===== src/rtl/sys_cfg_pkg.sv =====
// Shared encodings for the system configuration port handler.
// Assumes an 8-bit port interface with three decoded ports.
package sys_cfg_pkg;
    localparam int BYTE_W = 8;
    localparam int NIB_W  = 4;

    typedef enum logic [1:0] {
        PSEL_A    = 2'd0,
        PSEL_B    = 2'd1,
        PSEL_C    = 2'd2,
        PSEL_NONE = 2'd3
    } port_sel_e;

    typedef enum logic [1:0] {
        VID_NONE  = 2'b00,
        VID_CLR40 = 2'b01,
        VID_CLR80 = 2'b10,
        VID_MONO  = 2'b11
    } video_code_e;

    // Decoded view of the control register.
    typedef struct packed {
        logic [1:0] kbd_mode;
        logic       kbd_disable;
        logic       sel_high;
        logic       spk_gate;
        logic       spk_data_en;
    } ctrl_view_t;
endpackage


===== src/rtl/sys_cfg_ctrl_reg.sv =====
// Control register: holds the last port-B write and decodes its fields.
// Assumes single-cycle write strobes. Writes to other ports are ignored here.
module sys_cfg_ctrl_reg
    import sys_cfg_pkg::*;
(
    input  logic              clk,
    input  logic              rst_n,
    input  logic              wr_b,
    input  logic [BYTE_W-1:0] wdata,
    output logic [BYTE_W-1:0] ctrl_q,
    output ctrl_view_t        view
);
    localparam int KBD_DIS_BIT = 7;
    localparam int SEL_HI_BIT  = 3;
    localparam int GATE_BIT    = 0;
    localparam int DATA_BIT    = 1;

    // Capture port B writes.
    always_ff @(posedge clk) begin
        if (!rst_n)    ctrl_q <= '0;
        else if (wr_b) ctrl_q <= wdata;
    end

    // Split the register into named fields.
    always_comb begin
        view.kbd_mode    = ctrl_q[KBD_DIS_BIT -: 2];
        view.kbd_disable = ctrl_q[KBD_DIS_BIT];
        view.sel_high    = ctrl_q[SEL_HI_BIT];
        view.spk_gate    = ctrl_q[GATE_BIT];
        view.spk_data_en = ctrl_q[DATA_BIT];
    end


    ctrl_capture_chk: assert property (@(posedge clk) disable iff (!rst_n)
        wr_b |=> ctrl_q == $past(wdata));

    ctrl_hold_chk: assert property (@(posedge clk) disable iff (!rst_n)
        !wr_b |=> $stable(ctrl_q));
endmodule


===== src/rtl/sys_cfg_switches.sv =====
// Switch banks: builds both nibbles from parameters and tracks the observed flag.
// Assumes the read strobes are already decoded. Handles the late display hint.
module sys_cfg_switches
    import sys_cfg_pkg::*;
#(
    parameter int         DRIVES    = 2,
    parameter logic [1:0] VIDEO     = 2'b10,
    parameter logic [1:0] RAM_CODE  = 2'b11,
    parameter bit         HAS_FPU   = 1'b0
)(
    input  logic             clk,
    input  logic             rst_n,
    input  logic             see_high,
    input  logic             hint_valid,
    input  logic             hint_composite,
    output logic [NIB_W-1:0] high_nib,
    output logic [NIB_W-1:0] low_nib,
    output logic             observed
);
    localparam logic [1:0] DRV_CODE   = (DRIVES > 0) ? 2'(DRIVES - 1) : 2'b00;
    localparam bit         HAS_FLOPPY = (DRIVES > 0);

    logic [1:0] video_q;
    logic       hint_ok;

    assign hint_ok  = hint_valid && !observed &&
                      (video_q == VID_CLR40 || video_q == VID_CLR80);
    assign high_nib = {DRV_CODE, video_q};
    assign low_nib  = {RAM_CODE, HAS_FPU, HAS_FLOPPY};

    // Video code, rewritten by an accepted hint.
    always_ff @(posedge clk) begin
        if (!rst_n)       video_q <= VIDEO;
        else if (hint_ok) video_q <= hint_composite ? VID_CLR40 : VID_CLR80;
    end

    // Observed flag stays set until reset.
    always_ff @(posedge clk) begin
        if (!rst_n)        observed <= 1'b0;
        else if (see_high) observed <= 1'b1;
    end


    obs_sticky_chk: assert property (@(posedge clk) disable iff (!rst_n)
        observed |=> observed);

    video_lock_chk: assert property (@(posedge clk) disable iff (!rst_n)
        observed |=> $stable(video_q));

    video_class_chk: assert property (@(posedge clk) disable iff (!rst_n)
        (video_q == VID_NONE || video_q == VID_MONO) |=> $stable(video_q));
endmodule


===== src/rtl/sys_cfg_read_mux.sv =====
// Read path: selects the byte returned for each port and flags keyboard reads.
// Purely combinational. Assumes that the nibbles and the control view are registered.
module sys_cfg_read_mux
    import sys_cfg_pkg::*;
(
    input  logic              clk,
    input  logic              rst_n,
    input  logic              rd,
    input  logic [1:0]        sel,
    input  logic [BYTE_W-1:0] ctrl_q,
    input  ctrl_view_t        view,
    input  logic [NIB_W-1:0]  high_nib,
    input  logic [NIB_W-1:0]  low_nib,
    input  logic [BYTE_W-1:0] kbd_byte,
    output logic [BYTE_W-1:0] rdata,
    output logic              kbd_take,
    output logic              see_high
);
    logic [NIB_W-1:0] picked;

    assign picked = view.sel_high ? high_nib : low_nib;

    // Per-port data selection.
    always_comb begin
        unique case (port_sel_e'(sel))
            PSEL_A:  rdata = view.kbd_disable ? {high_nib, low_nib} : kbd_byte;
            PSEL_B:  rdata = ctrl_q;
            PSEL_C:  rdata = {{(BYTE_W-NIB_W){1'b0}}, picked};
            default: rdata = '0;
        endcase
    end

    // Side effects of a read: keyboard consume and high-bank visibility.
    always_comb begin
        kbd_take = rd && (sel == PSEL_A) && !view.kbd_disable;
        see_high = rd && ((sel == PSEL_A) || (sel == PSEL_C && view.sel_high));
    end


    portc_upper_chk: assert property (@(posedge clk) disable iff (!rst_n)
        (rd && sel == PSEL_C) |-> rdata[BYTE_W-1:NIB_W] == '0);

    kbd_take_chk: assert property (@(posedge clk) disable iff (!rst_n)
        kbd_take |-> (rd && ctrl_q[7] == 1'b0 && rdata == kbd_byte));
endmodule


===== src/rtl/sys_cfg_port.sv =====
// Top of the system configuration port handler: connects the control register,
// the switch banks and the read path. Assumes one bus access per cycle.
module sys_cfg_port
    import sys_cfg_pkg::*;
#(
    parameter int         DRIVES   = 2,
    parameter logic [1:0] VIDEO    = 2'b10,
    parameter logic [1:0] RAM_CODE = 2'b11,
    parameter bit         HAS_FPU  = 1'b0
)(
    input  logic       clk,
    input  logic       rst_n,
    input  logic [1:0] bus_sel,
    input  logic       bus_wr,
    input  logic       bus_rd,
    input  logic [7:0] bus_wdata,
    output logic [7:0] bus_rdata,
    input  logic [7:0] kbd_byte,
    output logic       kbd_take,
    output logic [1:0] kbd_mode,
    output logic       spk_gate,
    output logic       spk_data_en,
    input  logic       hint_valid,
    input  logic       hint_composite
);
    logic [BYTE_W-1:0] ctrl_q;
    ctrl_view_t        view;
    logic [NIB_W-1:0]  high_nib, low_nib;
    logic              see_high, observed, wr_b;

    assign wr_b = bus_wr && (bus_sel == PSEL_B);

    sys_cfg_ctrl_reg u_ctrl (
        .clk(clk), .rst_n(rst_n), .wr_b(wr_b), .wdata(bus_wdata),
        .ctrl_q(ctrl_q), .view(view)
    );

    sys_cfg_switches #(
        .DRIVES(DRIVES), .VIDEO(VIDEO), .RAM_CODE(RAM_CODE), .HAS_FPU(HAS_FPU)
    ) u_sw (
        .clk(clk), .rst_n(rst_n), .see_high(see_high),
        .hint_valid(hint_valid), .hint_composite(hint_composite),
        .high_nib(high_nib), .low_nib(low_nib), .observed(observed)
    );

    sys_cfg_read_mux u_rd (
        .clk(clk), .rst_n(rst_n), .rd(bus_rd), .sel(bus_sel),
        .ctrl_q(ctrl_q), .view(view), .high_nib(high_nib), .low_nib(low_nib),
        .kbd_byte(kbd_byte), .rdata(bus_rdata), .kbd_take(kbd_take),
        .see_high(see_high)
    );

    // Outputs toward the keyboard controller and speaker.
    always_comb begin
        kbd_mode    = view.kbd_mode;
        spk_gate    = view.spk_gate;
        spk_data_en = view.spk_data_en;
    end


    outputs_follow_chk: assert property (@(posedge clk) disable iff (!rst_n)
        wr_b |=> (kbd_mode == $past(bus_wdata[7:6]) && spk_gate == $past(bus_wdata[0])
                  && spk_data_en == $past(bus_wdata[1])));
endmodule


===== config.mk =====
export PLATFORM = sky130hd
export DESIGN_NAME = sys_cfg_port
export DESIGN_NICKNAME = d
export VERILOG_FILES = /design/src/rtl/sys_cfg_pkg.sv /design/src/rtl/sys_cfg_ctrl_reg.sv /design/src/rtl/sys_cfg_switches.sv /design/src/rtl/sys_cfg_read_mux.sv /design/src/rtl/sys_cfg_port.sv
export SDC_FILE = /design/constraint.sdc
export NUM_CORES = 1
export LEC_CHECK = 0
export ABC_AREA = 1
export BUFFER_PORTS_ARGS = -buffer_cell sky130_fd_sc_hd__buf_2
export CORE_MARGIN = 10
export CORE_UTILIZATION = 47
export CTS_CLUSTER_DIAMETER = 100
export DETAILED_ROUTE_END_ITERATION = 10
export GPL_TIMING_DRIVEN = 0
export PLACE_DENSITY = 0.77
export SETUP_SLACK_MARGIN = 0.05
export SYNTH_ARGS = -nofsm -noshare
export SYNTH_HDL_FRONTEND = slang
export SYNTH_HIERARCHICAL = 1
export SYNTH_SLANG_ARGS = --single-unit

===== constraint.sdc =====
create_clock -name clk -period 1.1 [get_ports clk]
set_input_delay 0.11 -clock clk [delete_from_list [all_inputs] [get_ports clk]]
set_output_delay 0.11 -clock clk [all_outputs]
set_load 0.1 [all_outputs]

==> run summary, run 1 <==
=====================================================================================
Share of cells above drive strength 1 ..................................        48.3%
IO Port Bufs ...........................................................           36
Worst reg-to-reg path cell count .......................................            4
Worst Skew .............................................................   0.00167 ns
Flop-to-flop setup slack ...............................................      0.17 ns
Cells along the critical path .......................................... buf_6 -> buf_8 -> o211ai_1 -> nand2_4 -> buf_12
Number of global-route vias before repair ..............................        1,164
Violated checks ........................................................ setup timing
Antenna diode count ....................................................            0
Max_cap viols ..........................................................            0
First-pass iteration count of the detailed router ......................            4
Final setup margin .....................................................    -0.368 ns
Root buffer selected by CTS ............................................     clkbuf_4
Time the final worst path needs with I/O delays and setup ..............      1.47 ns
Launch instance of the worst min-delay path ............................        rst_n
Number of warnings printed during yosys synthesis ......................            6
Ratio of final minimum period to clock period ..........................         133%
Relative area change from synthesis to final layout ....................        73.1%
Clock tree from TritonCTS ..............................................        built
Post-synthesis cell type with the largest combined area ................      dfxtp_1
Highest ir drop seen on vdd ............................................      1.02 mV
Max-slew violation count ...............................................            0
Inserted Clock Buffers .................................................            3
Die width ..............................................................      64.1 um
Worst Hold Path Cells ..................................................            2
Number of endpoints failing setup at the final stage ...................           10
Hold_buf cts ...........................................................            0
Number of distinct library cells after synthesis .......................           17
Fillers ................................................................           95
DR iter-0 viols ........................................................           30
Crit start category ....................................................         flop
Worst skew pair latency ................................................      0.26 ns
Total I/O pin count ....................................................           37
Classification of the worst-slack hold path ............................ primary input to flop
Status ................................................................. finished, violations left
Unrepaired setup endpoints after global routing ........................         true
Post-Route Setup TNS ...................................................     -2.99 ns
Die area ............................................................... 0.00411 mm^2
Aggregate global-route resource usage ..................................        13.9%
Number of endpoints with negative hold slack in the final report .......            0
Worst Path Class, Setup ................................................ flop to primary output
Data required time at the worst endpoint ...............................      0.99 ns
First-pass GRT wire length .............................................      4880 um
Detailed-placement wirelength estimate .................................      2010 um
GRT overflow ...........................................................            0
Sequential-to-total area share from yosys stat .........................        24.1%
Gpl congestion .........................................................        0.730
Combined area of all synthesized cells .................................     915 um^2
Cell types occupying the most area after synthesis ..................... dfxtp_1 (24%), nand2_1 (21%), inv_1 (11%), buf_4 (11%), nor2_1 (8.2%)
Cell with the largest stage delay on the worst path ....................      dfxtp_2
Die boundary height ....................................................      64.1 um
Largest net degree at the start of global routing ......................           11
Endpoint with the worst hold slack ..................................... u_sw/video_q[1]$_SDFFE_PN1P_
Crit Path Max Fanout ...................................................            8
Instance area after placement .......................................... 0.00127 mm^2
Final Core Density .....................................................        88.8%
Effective utilization at floorplan .....................................        51.3%
Area of all placed cells without fillers ............................... 0.00158 mm^2
CTS H-Tree Depth .......................................................            1
Total via count in the routed design ...................................        1,092
Critical Path AT .......................................................      1.36 ns
Wire length per cell after detailed routing ............................      12.6 um
Number of rows created at floorplan ....................................           15
Total leakage power ....................................................  0.000839 uW
Minimum hold slack .....................................................    0.0977 ns
Capture instance of the worst register-to-register path ................ u_sw/observed$_SDFFE_PN0P_
Post-route DRC .........................................................            0
Clock-pin slew of the registers on the worst-case setup and hold paths .      0.07 ns
Area fraction of the dominant cell type after synthesis ................        24.1%
Post-Synthesis Mean Instance Area ......................................    5.75 um^2
Maximum clock path buffer count ........................................            2
Max stage delay on crit path ...........................................      0.34 ns
Highest achievable clock rate ..........................................      681 MHz
Routed wire length .....................................................      2940 um
Core outline area ...................................................... 0.00178 mm^2
Post-DR vias/cell ......................................................         4.67
Antenna violations before repair .......................................            0
Category of the worst setup path capture point ......................... primary output
Antenna Nets Post-Route ................................................            0
Sinks on the clock net .................................................           11
Power density cells ....................................................  928 mW/mm^2
Number of register bits inferred by synthesis ..........................           11
Number of instances in the synthesized netlist .........................          159
Launch instance of the worst register-to-register path ................. u_ctrl/ctrl_q[3]$_SDFFE_PN0P_
Layout net count .......................................................          234
=====================================================================================
worst max-delay path: cells and delay by family (launching register included):
family	cells	cell delay [ns]
compound gates	1	0.24
buf+inv	3	0.43
flops	1	0.34
simple gates	1	0.09
through the flow:
| stage | setup WS [ns] | std cells | total power [uW] |
|---|---|---|---|
| 6_report | -0.368 | 234 | 1470 |
| 3_3_place_gp | -0.434 | 224 | 1030 |
| 2_1_floorplan | -0.367 | 163 | 931 |
| 3_5_place_dp | -0.445 | 224 | 1040 |
| 4_1_cts | -0.372 | 232 | 1440 |
| 5_1_grt | -0.426 | 234 | 1550 |
layout by cell type, fill, tap and decap left out:
master	Yosys	routed
nand2_4	0	1
nand2_1	52	45
buf_8	2	3
buf_12	0	12
inv_1	28	26
nor3_4	0	1
buf_4	13	16
clkbuf_1	0	1
buf_2	0	23
buf_6	1	4
o21ai_4	0	3
dfxtp_1	11	4
nor2_2	5	5
inv_4	0	1
dfxtp_2	0	7
nand4_2	1	1
nand2_2	3	9
a21oi_1	2	2
conb_1	2	6
nor2_4	0	2
o21a_1	1	1
clkbuf_4	0	3
inv_2	0	1
nand3_2	0	5
o211ai_1	1	1
nor2_1	20	18
nand3_1	13	4
nand3_4	0	4
repair_timing:
item                                    CTS  global route
gates resized for setup                  58            13
setup buffers                             4             2
endpoints found under the hold margin     0             0
pin swaps                                 7             4
endpoints found under the setup margin   13            13
layout make-up:
cell class                 instances  area [um^2]  area share, %
buffer                            16          150           9.49
clock buffer                       4         26.3           1.66
inverter                          28          108           6.80
multi-input combinational        108          623           39.4
sequential                        11          229           14.5
tap                               25         31.3           1.98
timing repair buffer              42          415           26.2
cells in the mapped netlist (all sizes together):
cell type / instances
nand2: 55
inv: 28
nor2: 25
buf: 16
nand3: 13
dfxtp: 11
o21ai: 3
a21oi: 2
conb: 2
nand4: 1
nor3: 1
o211ai: 1
o21a: 1
logic make-up (layout without fill, tap and decap cells):
kind of cell,count (synthesis),count (layout),share of synthesized area [%]
AOI/OAI and AO/OA,7,7,4.38
buffers and inverters,44,90,26.7
other,2,6,0.821
and+or+nand+nor,95,95,44.0
DFF,11,11,24.1
where the power goes:
group	total, uW	leakage [uW]	internal (uW)	switching [uW]
logic	753	0.000732	291	462
registers	450	0.0000924	427	22.9
clock network	266	0.0000150	140	126
state kept, by name, indices dropped and copies added, names as in the netlist:
| signal | flops |
|---|---|
| u_ctrl/ctrl_q | 8 |
| u_sw/video_q | 2 |
| u_sw/observed | 1 |
metal layers:
metal  routed length [um]  vias to the layer above  global-route usage (%)
li1                     -                      554                       -
met1                 1190                      505                    14.5
met2                 1530                       25                    25.7
met3                  152                        8                    3.83
met4                   65                        0                    5.35
met5                    0                        -                       0
worst max-delay path by stage:
| stage | startpoint | end | slack (ns) | depth (start not counted) |
|---|---|---|---|---|
| floorplan | u_ctrl/ctrl_q[7]$_SDFFE_PN0P_ | kbd_take | -0.37 | 3 |
| global placement | bus_sel[1] | bus_rdata[6] | -0.43 | 5 |
| detailed placement | bus_sel[1] | bus_rdata[4] | -0.45 | 5 |
| CTS | u_ctrl/ctrl_q[7]$_SDFFE_PN0P_ | bus_rdata[5] | -0.37 | 5 |
| global route | u_ctrl/ctrl_q[7]$_SDFFE_PN0P_ | bus_rdata[5] | -0.43 | 5 |
| finish | u_ctrl/ctrl_q[7]$_SDFFE_PN0P_ | bus_rdata[5] | -0.37 | 5 |
Note: power is estimated with default switching activity, not from simulation.
==> inputs of run 2 (changes only) <==
--- a/config.mk
+++ b/config.mk
@@ -8,13 +8,12 @@
 export ABC_AREA = 1
 export BUFFER_PORTS_ARGS = -buffer_cell sky130_fd_sc_hd__buf_2
 export CORE_MARGIN = 10
-export CORE_UTILIZATION = 47
+export CORE_UTILIZATION = 41
 export CTS_CLUSTER_DIAMETER = 100
 export DETAILED_ROUTE_END_ITERATION = 10
 export GPL_TIMING_DRIVEN = 0
-export PLACE_DENSITY = 0.77
+export PLACE_DENSITY = 0.86
 export SETUP_SLACK_MARGIN = 0.05
 export SYNTH_ARGS = -nofsm -noshare
 export SYNTH_HDL_FRONTEND = slang
-export SYNTH_HIERARCHICAL = 1
 export SYNTH_SLANG_ARGS = --single-unit
==> run 2 against run 1 <==
  * The flow still finishes with violations (setup timing)
  * Worst hold slack worse by 0.043 ns
  * Largest cell class unchanged
  * Largest power group unchanged
  * Die area is 15% lower
  * Sequential power is 0.9% lower
  * Synthesized cell count is 38% lower
  * Worst setup slack better by 0.097 ns
  * First-iteration DRC count is 60% lower
==> run summary, run 2 <==
=====================================================================================
Status ................................................................. finished, violations left
Violated checks ........................................................ setup timing
Top routing layer used .................................................         met4
Pre-CTS setup slack ....................................................    -0.376 ns   +0.0690 ns
Least-Margin Pin Slew ..................................................     0.243 ns
Fillers ................................................................           89   -6.3%
CTS H-Tree Depth .......................................................            1   unchanged
Number of rows created at floorplan ....................................           14   -1
Ratio of final minimum period to clock period ..........................         125%   -8.8 points
Time the final worst path needs with I/O delays and setup ..............      1.37 ns   -0.0966 ns
Net switching fraction of the power ....................................        41.8%   +0.18 points
Largest Register ....................................................... u_ctrl.ctrl_q
Flop-to-flop setup slack ...............................................      0.24 ns   +0.07 ns
Aggregate global-route resource usage ..................................        14.2%   +0.27 points
Number of flip-flops in the largest register ...........................            8   unchanged
Internal power summed over all cells ...................................       773 uW   -9.9%
Number of distinct library cells after synthesis .......................           18   +1
Count leader, synth ....................................................       nor2_1
Classification of the worst-slack hold path ............................ primary input to flop
Total power draw .......................................................      1330 uW   -9.6%
Number of endpoints failing setup at the final stage ...................            9   -1
Clock-pin slew of the registers on the worst-case setup and hold paths .      0.07 ns   about the same
Syn nets ...............................................................          122
Number of warnings printed during yosys synthesis ......................            0   -6
Wire length per cell after detailed routing ............................      15.2 um   +21%
Critical Path AT .......................................................      1.26 ns   -0.10 ns
Effective utilization at floorplan .....................................        42.4%   -8.9 points
Category of the worst setup path capture point ......................... primary output
Antenna diode count ....................................................            0   unchanged
Highest achievable clock rate ..........................................      729 MHz   +7.0%
Core outline area ...................................................... 0.00149 mm^2   -16%
Total via count in the routed design ...................................          789   -28%
NetSw ..................................................................       555 uW   -9.2%
Power density cells .................................................... 1080 mW/mm^2   +16%
Crit path buffers/inverters ............................................            3   unchanged
Gpl congestion .........................................................        0.764   +4.7%
Number of instances in the synthesized netlist .........................           98   -38%
Number of enable-type register cells in the synthesized netlist ........            0   unchanged
Crit start category ....................................................         flop
Cells along the critical path .......................................... buf_12 -> inv_8 -> nor2_2 -> o21ai_4 -> buf_12
Root buffer selected by CTS ............................................     clkbuf_4
Die boundary height ....................................................      59.3 um   -7.6%
Hold_buf cts ...........................................................            0   unchanged
Worst Hold Path Cells ..................................................            3   +1
Antenna violations before repair .......................................            0   unchanged
Maximum clock path buffer count ........................................            2   unchanged
Routed wire length .....................................................      2390 um   -19%
Portion of total power attributed to the clock network .................        21.3%   +3.2 points
Highest ir drop seen on vdd ............................................      1.04 mV   +2.2%
First-pass GRT wire length .............................................      3950 um   -19%
Cell with the largest stage delay on the worst path ....................      dfxtp_2
Launch instance of the worst min-delay path ............................ bus_wdata[5]
Max stage delay on crit path ...........................................      0.34 ns   about the same
Total leakage power ....................................................  0.000578 uW   -31%
Unrepaired setup endpoints after global routing ........................         true
Crit Path Max Fanout ...................................................            9   +1
Number of endpoints with negative hold slack in the final report .......            0   unchanged
Worst reg-to-reg path cell count .......................................            4   unchanged
Biggest regs ........................................................... u_ctrl.ctrl_q x8, u_sw.video_q x2, u_sw.observed x1
Sequential-to-total area share from yosys stat .........................        34.9%   +11 points
Capture instance of the worst register-to-register path ................ u_sw.video_q[0]$_SDFFE_PN0P_
Worst Skew .............................................................   0.00460 ns   +0.00293 ns
Critical path's top delay family ....................................... buffers and inverters
Crit path launch ....................................................... u_ctrl.ctrl_q[7]$_SDFFE_PN0P_
Clock tree from TritonCTS ..............................................        built
Largest net degree at the start of global routing ......................           11   unchanged
Worst Path Class, Setup ................................................ flop to primary output
FF/Latch Area ..........................................................     230 um^2   +0.55%
Die width ..............................................................      59.3 um   -7.6%
DR iter-0 viols ........................................................           12   -60%
Post-Route Setup TNS ...................................................     -1.95 ns   +1.04 ns
Relative contribution of combinational cells to total power ............        45.1%   -6.2 points
Post-synthesis cell type with the largest combined area ................      dfxtp_1
GRT overflow ...........................................................            0   unchanged
Number of global-route vias before repair ..............................          878   -25%
IO Port Bufs ...........................................................           35   -2.8%
Layout net count .......................................................          166   -29%
First-pass iteration count of the detailed router ......................            5   +1
Cell types occupying the most area after synthesis ..................... dfxtp_1 (35%), nor2_1 (14%), o21ai_0 (13%), inv_1 (6.5%), nand2_1 (6.5%)
Worst skew pair latency ................................................      0.27 ns   about the same
Inserted Clock Buffers .................................................            3   unchanged
Most common cell after layout, fill and taps aside .....................        buf_2
Sum of met2 wire segment lengths after detailed routing ................      1230 um   -20%
Max-slew violation count ...............................................            0   unchanged
Commonest register cell after synthesis ................................      dfxtp_1
Most frequent cells after synthesis .................................... nor2_1 (23), o21ai_0 (16), dfxtp_1 (11), inv_1 (11), nand2_1 (11)
Launch instance of the worst register-to-register path ................. u_sw.video_q[0]$_SDFFE_PN0P_
Data required time at the worst endpoint ...............................      0.99 ns   about the same
Post-DR vias/cell ......................................................         5.03   +7.7%
Wire length on met3 ....................................................       177 um   +16%
Max_cap viols ..........................................................            0   unchanged
Combined area of all synthesized cells .................................     632 um^2   -31%
Sequential share of power ..............................................        33.6%   +3.0 points
Async SR Flop Fraction .................................................           0%   unchanged
Relative area change from synthesis to final layout ....................        94.5%
Final setup margin .....................................................    -0.272 ns   +0.0966 ns
Sum of routed wire segments on met1 ....................................       916 um   -23%
Number of register bits inferred by synthesis ..........................           11   unchanged
Antenna Nets Post-Route ................................................            0   unchanged
Die area ............................................................... 0.00351 mm^2   -15%
Sinks on the clock net .................................................           11   unchanged
Max transition margin ..................................................        83.8%
Total I/O pin count ....................................................           37   unchanged
Detailed-placement wirelength estimate .................................      1650 um   -18%
Commonest cells after routing, fill and taps aside ..................... buf_2 (22), nor2_1 (19)
Share of cells above drive strength 1 ..................................        52.5%   +4.2 points
Area fraction of the dominant cell type after synthesis ................        34.9%   +11 points
Endpoint with the worst hold slack ..................................... u_ctrl.ctrl_q[5]$_SDFFE_PN0P_
Post-route DRC .........................................................            0   unchanged
Cell mode on critical path .............................................       buf_12
Multi-input logic area .................................................     484 um^2   -22%
Post-Synthesis Mean Instance Area ......................................    6.45 um^2   +12%
=====================================================================================
[run 2: changes by cell type after synthesis, sizes merged]
cell    previous run  this run
a21oi              2         5
conb               2         0
nand3             13         6
nand2             55        12
nor3               1         0
clkbuf             0         1
inv               28        13
o21ai              3        19
nand4              1         2
buf               16         3
o21a               1         0
[run 2: worst max path at each step]
stage | slack (ns) | cells after the start | endpoint
6_report | -0.27 | 5 | bus_rdata[4]
3_5_place_dp | -0.38 | 5 | bus_rdata[0]
5_1_grt | -0.31 | 5 | bus_rdata[4]
4_1_cts | -0.23 | 5 | bus_rdata[4]
2_1_floorplan | -0.12 | 3 | bus_rdata[4]
3_3_place_gp | -0.35 | 5 | bus_rdata[0]
[run 2: repair_timing]
| item | in CTS | in global routing |
|---|---|---|
| buffers inserted | 4 | 0 |
| pin swaps | 3 | 0 |
| endpoints found under the setup margin | 13 | 13 |
| resized for setup | 50 | 6 |
[run 2: area by class of cell]
type	instances	share of cell area (%)
timing repair buffer	39	30.0
clock buffer	4	2.14
multi-input combinational	70	39.4
sequential	11	18.7
inverter	13	4.79
tap	16	1.63
buffer	4	3.26
[run 2: logic make-up after synthesis]
logic type | Yosys count | share of synthesized area [%]
compound gates | 25 | 20.2
buf+inv | 17 | 12.1
flops | 11 | 34.9
simple gates | 45 | 32.9
[run 2: worst register-to-register path: cells and delay by family (launching register included)]
family | cells | cell delay [ns]
and+or+nand+nor | 2 | 0.18
AOI/OAI and AO/OA | 1 | 0.12
DFF | 1 | 0.44
buffers and inverters | 1 | 0.06
[run 2: metrics by stage]
| stage | cell area, um^2 | cells | utilization [%] | hold WS (ns) |
|---|---|---|---|---|
| 4_1_cts | 1210 | 157 | 81.0 | 0.0562 |
| 6_report | 1230 | 157 | 82.5 | 0.0549 |
| 5_1_grt | 1230 | 157 | 82.5 | 0.0554 |
| 3_3_place_gp | 982 | 149 | 66.0 | 0.330 |
| 3_5_place_dp | 982 | 149 | 66.0 | 0.338 |
| 2_1_floorplan | 787 | 98 | - | 0.244 |
[run 2: power by group through the flow]
stage	Sequential (uW)	Clock (uW)	Combinational, uW
after floorplan	474	0	355
after global placement	451	0	469
after detailed placement	452	0	477
after CTS	444	284	582
after global routing	450	321	629
final	446	283	598
[run 2: layer usage]
layer | vias to the layer above | GRT usage, %
met4 | 0 | 7.54
met2 | 31 | 23.6
met3 | 6 | 4.94
met5 | - | 0
met1 | 349 | 15.2
li1 | 403 | -
